--- config.mk ---
export PLATFORM = sky130hd
export DESIGN_NAME = tap_delay_chain
export DESIGN_NICKNAME = d
export VERILOG_FILES = /design/src/rtl/tap_delay_chain.sv
export SDC_FILE = /design/constraint.sdc
export NUM_CORES = 1
export LEC_CHECK = 0
export BUFFER_PORTS_ARGS = -buffer_cell sky130_fd_sc_hd__buf_2
export CAP_MARGIN = 0
export CORE_ASPECT_RATIO = 0.6
export CORE_MARGIN = 1.5
export CORE_UTILIZATION = 40
export CTS_BUF_LIST = sky130_fd_sc_hd__clkbuf_8
export CTS_CLUSTER_SIZE = 20
export DETAILED_ROUTE_END_ITERATION = 10
export PLACE_DENSITY_LB_ADDON = 0.2
export SLEW_MARGIN = 20
export SYNTH_ARGS = -nofsm -noshare
export SYNTH_HDL_FRONTEND = slang
export SYNTH_SLANG_ARGS = --single-unit
export TNS_END_PERCENT = 50
--- constraint.sdc ---
create_clock -name clk -period 2.92 [get_ports clk]
set_input_delay 0.292 -clock clk [delete_from_list [all_inputs] [get_ports clk]]
set_output_delay 0.292 -clock clk [all_outputs]
set_load 0.01 [all_outputs]
--- src/rtl/tap_delay_chain.sv ---
`timescale 1ns/1ps
module tap_delay_chain #(
  parameter int DW      = 8,
  parameter int STAGE_N = 32,
  parameter int UNIT_N  = 4,
  localparam int LW     = $clog2(STAGE_N),
  localparam int UW     = $clog2(UNIT_N),
  localparam int AW     = LW + UW
) (
  input  logic          clk,
  input  logic          shift_en,
  input  logic [DW-1:0] din,
  input  logic [AW-1:0] tap_sel,
  output logic [DW-1:0] dout,
  output logic [DW-1:0] chain_out
);
  localparam int TOTAL = STAGE_N * UNIT_N;
  localparam int CW    = $clog2(TOTAL + 1);

  logic [DW-1:0] mem [UNIT_N][STAGE_N];
  logic [DW-1:0] unit_tap [UNIT_N];
  logic [LW-1:0] tap_lo;
  logic [UW-1:0] tap_hi;

  assign tap_lo = tap_sel[LW-1:0];
  assign tap_hi = tap_sel[AW-1:LW];

  for (genvar u = 0; u < UNIT_N; u++) begin : g_unit
    for (genvar s = 0; s < STAGE_N; s++) begin : g_stage
      logic [DW-1:0] feed;
      if (s > 0) begin : g_inner
        assign feed = mem[u][s-1];
      end else if (u > 0) begin : g_link
        assign feed = mem[u-1][STAGE_N-1];
      end else begin : g_head
        assign feed = din;
      end
      always_ff @(posedge clk)
        if (shift_en) mem[u][s] <= feed;
    end
    assign unit_tap[u] = mem[u][tap_lo];
  end

  assign dout      = unit_tap[tap_hi];
  assign chain_out = mem[UNIT_N-1][STAGE_N-1];

  logic [CW-1:0] fill_q = '0;
  always_ff @(posedge clk)
    if (shift_en && fill_q != CW'(TOTAL)) fill_q <= fill_q + 1'b1;

  a_r1_entry: assert property (@(posedge clk) disable iff (fill_q == '0)
    shift_en |=> mem[0][0] == $past(din));

  a_r3_hold: assert property (@(posedge clk) disable iff (fill_q != CW'(TOTAL))
    !shift_en |=> $stable(chain_out) && $stable(mem[0][0]));

  a_r4_cascade: assert property (@(posedge clk) disable iff (fill_q != CW'(TOTAL))
    shift_en |=> chain_out == $past(mem[UNIT_N-1][STAGE_N-2]));

  always_comb begin
    if (fill_q == CW'(TOTAL) && tap_sel == '1)
      a_r4_top_tap: assert (dout == chain_out);
    if (fill_q == CW'(TOTAL) && tap_sel == '0)
      a_r2_tap_zero: assert (dout == mem[0][0]);
  end
endmodule

# ---- After elaboration in Yosys (flattened, before gate mapping)
# Memories as Yosys holds them, arrays and structs flattened.
# Cells that the tools add are included.
dict set report word_totals {
  regBits 0
  ram_bits 1024
  in_bits 17
  out_inout_bits 16
  n_memories 1
}
# name words word_bits rd rd_clocked_by_memory_dff wr line_no
set mem_list {}
lappend mem_list {mem 4 256 4 0 4 20} ;# logic [DW-1:0] mem [UNIT_N][STAGE_N];
dict set report classes {
  magnitude_cmp 2
  n_mux 17
  bitwise_logic 2
}
# op n
set ops {}
lappend ops {{$bmux W8 S5} 4}
lappend ops {{$mux W8} 10}
lappend ops {{$bmux W8 S2} 1}
lappend ops {{$ge A6 B6 Y1 const B} 1}
lappend ops {{$not A5 Y6} 1}
lappend ops {{$ge A3 B3 Y1 const B} 1}
lappend ops {{$not A2 Y3} 1}
lappend ops {{$mux W1} 2}

# ---- Logic depth before layout (Yosys ltp)
dict set report depth {
  word_depth 7
  mapped_depth 7
  depth_no_buf 4
}

# ---- Worst setup path after synthesis
# No wires, ideal clock.
dict set report synth_path {
  path_type {input-to-output}
  start {input port tap_sel[0]}
  end {output port dout[0]}
  arrival_ps 2695
  required_ps 2628
  setup_slack_ps -67
  path_stages 6
  n_path_buf 2
  path_cell_list {buf_2 > clkbuf_1 > mux4_2 > mux4_2 > mux4_2 > mux2_2}
}
dict set report synth_via {
  elab_chain_len 7
}
# item line_no
set synth_lines {}
lappend synth_lines {{start: declaration} 13} ;# input logic [AW-1:0] tap_sel,
lappend synth_lines {{$not A5 Y6 (implied by the code) (*)} 41} ;# assign unit_tap[u] = mem[u][tap_lo];
lappend synth_lines {{$bmux W8 S5} 41}
lappend synth_lines {{$mux W8 (implied by the code) (2 in series)} 41}
lappend synth_lines {{$bmux W8 S2 (*)} 44} ;# assign dout = unit_tap[tap_hi];
lappend synth_lines {{$mux W8 (implied by the code) (*) (2 in series)} 44}
lappend synth_lines {{end: declaration} 14} ;# output logic [DW-1:0] dout,
# Every way passes the cells marked *; elsewhere a longest branch is shown, timed or not. The select of a mux whose other input is x is not followed.

==> impl_metrics.tcl <==
set metrics [dict create \
    cpMostUsedCell "mux4_2" \
    tightest_slew_ps 789 \
    synth_compound_area_frac 0 \
    drt_iter0_markers 1487 \
    synth_xor_area_frac 0 \
    worstPathRequired_ps 2630 \
    p_total_w 0.0300 \
    cts_tree "done" \
    synth_fa_ha_area_frac 0 \
    skew_ps 25.5 \
    p_leak_nw 14.7 \
    wl_met3_um 3850 \
    synthCells 1444 \
    wirelength_um 71500 \
    clkTransAtPathRegs_ps 70 \
    setup_viol 8 \
    cts_buffer_depth 3 \
    irDropWorstVdd_v 0.000458 \
    syn_area_um2 38800 \
    routedWlPerCell_um 23.0 \
    setup_tns_ps -4560 \
    setup_ws_ps -610 \
    violations "setup timing" \
    place.gp.congestion 0.727 \
    htreeDepth 4 \
    synth_seq_cells 1024 \
    nets 1701 \
    crit_path_cell_trace "mux4_2 > mux4_2 > mux4_2 > mux2_4 > buf_6" \
    ys_types 8 \
    criticalPathCategory "flop to primary output" \
    max_freq_ghz 0.283 \
    min_period_ps 3530 \
    nFillCells 7905 \
    portBuffers 32 \
    synth_simple_gate_area_share 0 \
    met2_length_um 30300 \
    die-area_um2 98800 \
    r2r_cells 2 \
    design.core.area_um2 96000 \
    yosysSeqAreaShare 0.793 \
    avgSynthCellArea_um2 26.8 \
    num_rows 88 \
    drt_pass1_iterations 5 \
    cts_root_buf "clkbuf_8" \
    io_pins 33 \
    hold_viol_final 0 \
    syn_nets 1461 \
    via_count 16300 \
    crit_start "mem[2][108]$_DFFE_PP_" \
    grt_max_degree 131 \
    drive_gt1_frac 0.379 \
    powerDensity_nw_per_um2 673 \
    grt_pass1_vias 17400 \
    largest_reg_flops 1024 \
    status "finished with violations" \
    drc 0 \
    drt-met1-wl_um 35800 \
    area_growth_pct 15.0 \
    antenna_found_initial 2 \
    r2r-end "mem[3][248]$_DFFE_PP_" \
    slowest_delay_ps 520 \
    fin_util 0.464 \
    gr-total-overflow 0 \
    finalMaxSlewViolations 0 \
    postRouteAntennaNets 0 \
    clock-sinks 1024 \
    numCtsBuffers 149 \
    crit_end "dout[4]" \
    vias_per_cell 5.24 \
    critPathArrivalTime_ps 3240 \
    regMostFlops "mem" \
    critPathSlowestCell "mux4_2" \
    grt_pass1_wl_um 112000 \
    reg.largest.list "mem x1024" \
    highest_layer "met4" \
    synthMuxAreaShare 0.198 \
    start_util 0.404 \
    place_hpwl_um 41700 \
    slew-limit-headroom 0.474 \
    endpoint_kind "primary output" \
    rrSetupSlack_ps 2010 \
    grt_usage 0.151 \
    reg2reg_from "mem[2][0]$_DFFE_PP_" \
    critPathMaxFanout 2 \
    die_y_um 244 \
    critPathLaunchType "flop" \
    clock_latency_ps 820 \
    synth_top_family_by_area "multiplexers" \
    die_w_um 405 \
    rsz0062_at_grt "true" \
    min_path_type "input port to flop" \
    period_share 1.21 \
    ys_warn_count 0 \
    maxCapViolations 0 \
]
==> routing by layer <==
metal,up-vias,GRT usage
met5,-,0
met1,8811,0.240
met2,422,0.199
li1,6932,-
met4,0,0.0563
met3,115,0.0357
==> cell families (layout without fill, tap and decap cells) <==
family,after synthesis,count (layout)
buf+inv,76,434
other cells,0,1
flops,1024,1024
mux,344,344
==> placed cells by master, fill, tap and decap left out <==
cell type / count
edfxtp_1: 1024
mux4_2: 336
clkbuf_8: 156
buf_4: 76
buf_12: 50
clkinv_1: 47
inv_1: 39
buf_2: 22
clkinv_2: 19
dlygate4sd3_1: 9
mux2_4: 5
clkinvlp_4: 5
buf_6: 5
mux2_2: 3
buf_8: 3
inv_8: 2
diode_2: 1
inv_6: 1
==> worst max-delay path: cells and delay by family, from the launching register on <==
kind,cells,cell delay [ps]
multiplexers,4,1850
flip-flops,1,420
buffers and inverters,1,140
==> area by class of cell <==
cell class / instances / area, µm² / area share
flip-flops and latches: 1024 / 30700 / 0.690
diodes: 1 / 2.50 / 0.0000561
clock buffers: 156 / 2150 / 0.0482
clock inverters: 113 / 487 / 0.0109
repair buffers: 165 / 1870 / 0.0420
multi-input cells: 344 / 7680 / 0.172
well taps: 1305 / 1630 / 0.0366
==> report_power, final <==
| group | total (W) | switching, W | internal, W |
|---|---|---|---|
| sequential | 0.0176 | 0.000417 | 0.0171 |
| combinational | 0.00203 | 0.000920 | 0.00111 |
| clock | 0.0104 | 0.00547 | 0.00496 |
| total | 0.0300 | 0.00680 | 0.0232 |
==> stage by stage <==
stage	cells	instance area [µm²]	hold slack, ps	worst slack (ps)
2_1_floorplan	1444	38800	391	83.8
3_3_place_gp	2810	41600	422	-373
3_5_place_dp	2810	41600	430	-347
4_1_cts	3101	44500	90.9	-730
5_1_grt	3108	44600	151	-717
6_report	3108	44600	205	-610
==> synthesized netlist by cell type <==
| master | n | area [µm²] |
|---|---|---|
| edfxtp_1 | 1024 | 30700 |
| mux4_2 | 336 | 7570 |
| clkbuf_1 | 28 | 105 |
| buf_2 | 21 | 105 |
| buf_1 | 20 | 75.1 |
| mux2_2 | 8 | 90.1 |
| buf_4 | 4 | 30.0 |
| buf_6 | 3 | 33.8 |
==> timing repair <==
item	CTS	global route
hold endpoints to repair	21	0
gates resized for setup	12	0
hold buffers	9	0
cloned	0	0
buffers inserted	13	6
endpoints found under the setup margin	8	8
==> worst min-delay path by stage <==
stage | slack, ps | end | from | cells after the start
3_3_place_gp | 420 | mem[2][160]$_DFFE_PP_ | mem[2][168]$_DFFE_PP_ | 0
4_1_cts | 90 | mem[0][254]$_DFFE_PP_ | din[6] | 2
2_1_floorplan | 390 | mem[0][248]$_DFFE_PP_ | din[0] | 0
6_report | 200 | mem[0][254]$_DFFE_PP_ | din[6] | 2
5_1_grt | 150 | mem[0][248]$_DFFE_PP_ | din[0] | 2
3_5_place_dp | 430 | mem[2][60]$_DFFE_PP_ | mem[2][68]$_DFFE_PP_ | 0
(Power assumes the default switching activity.)
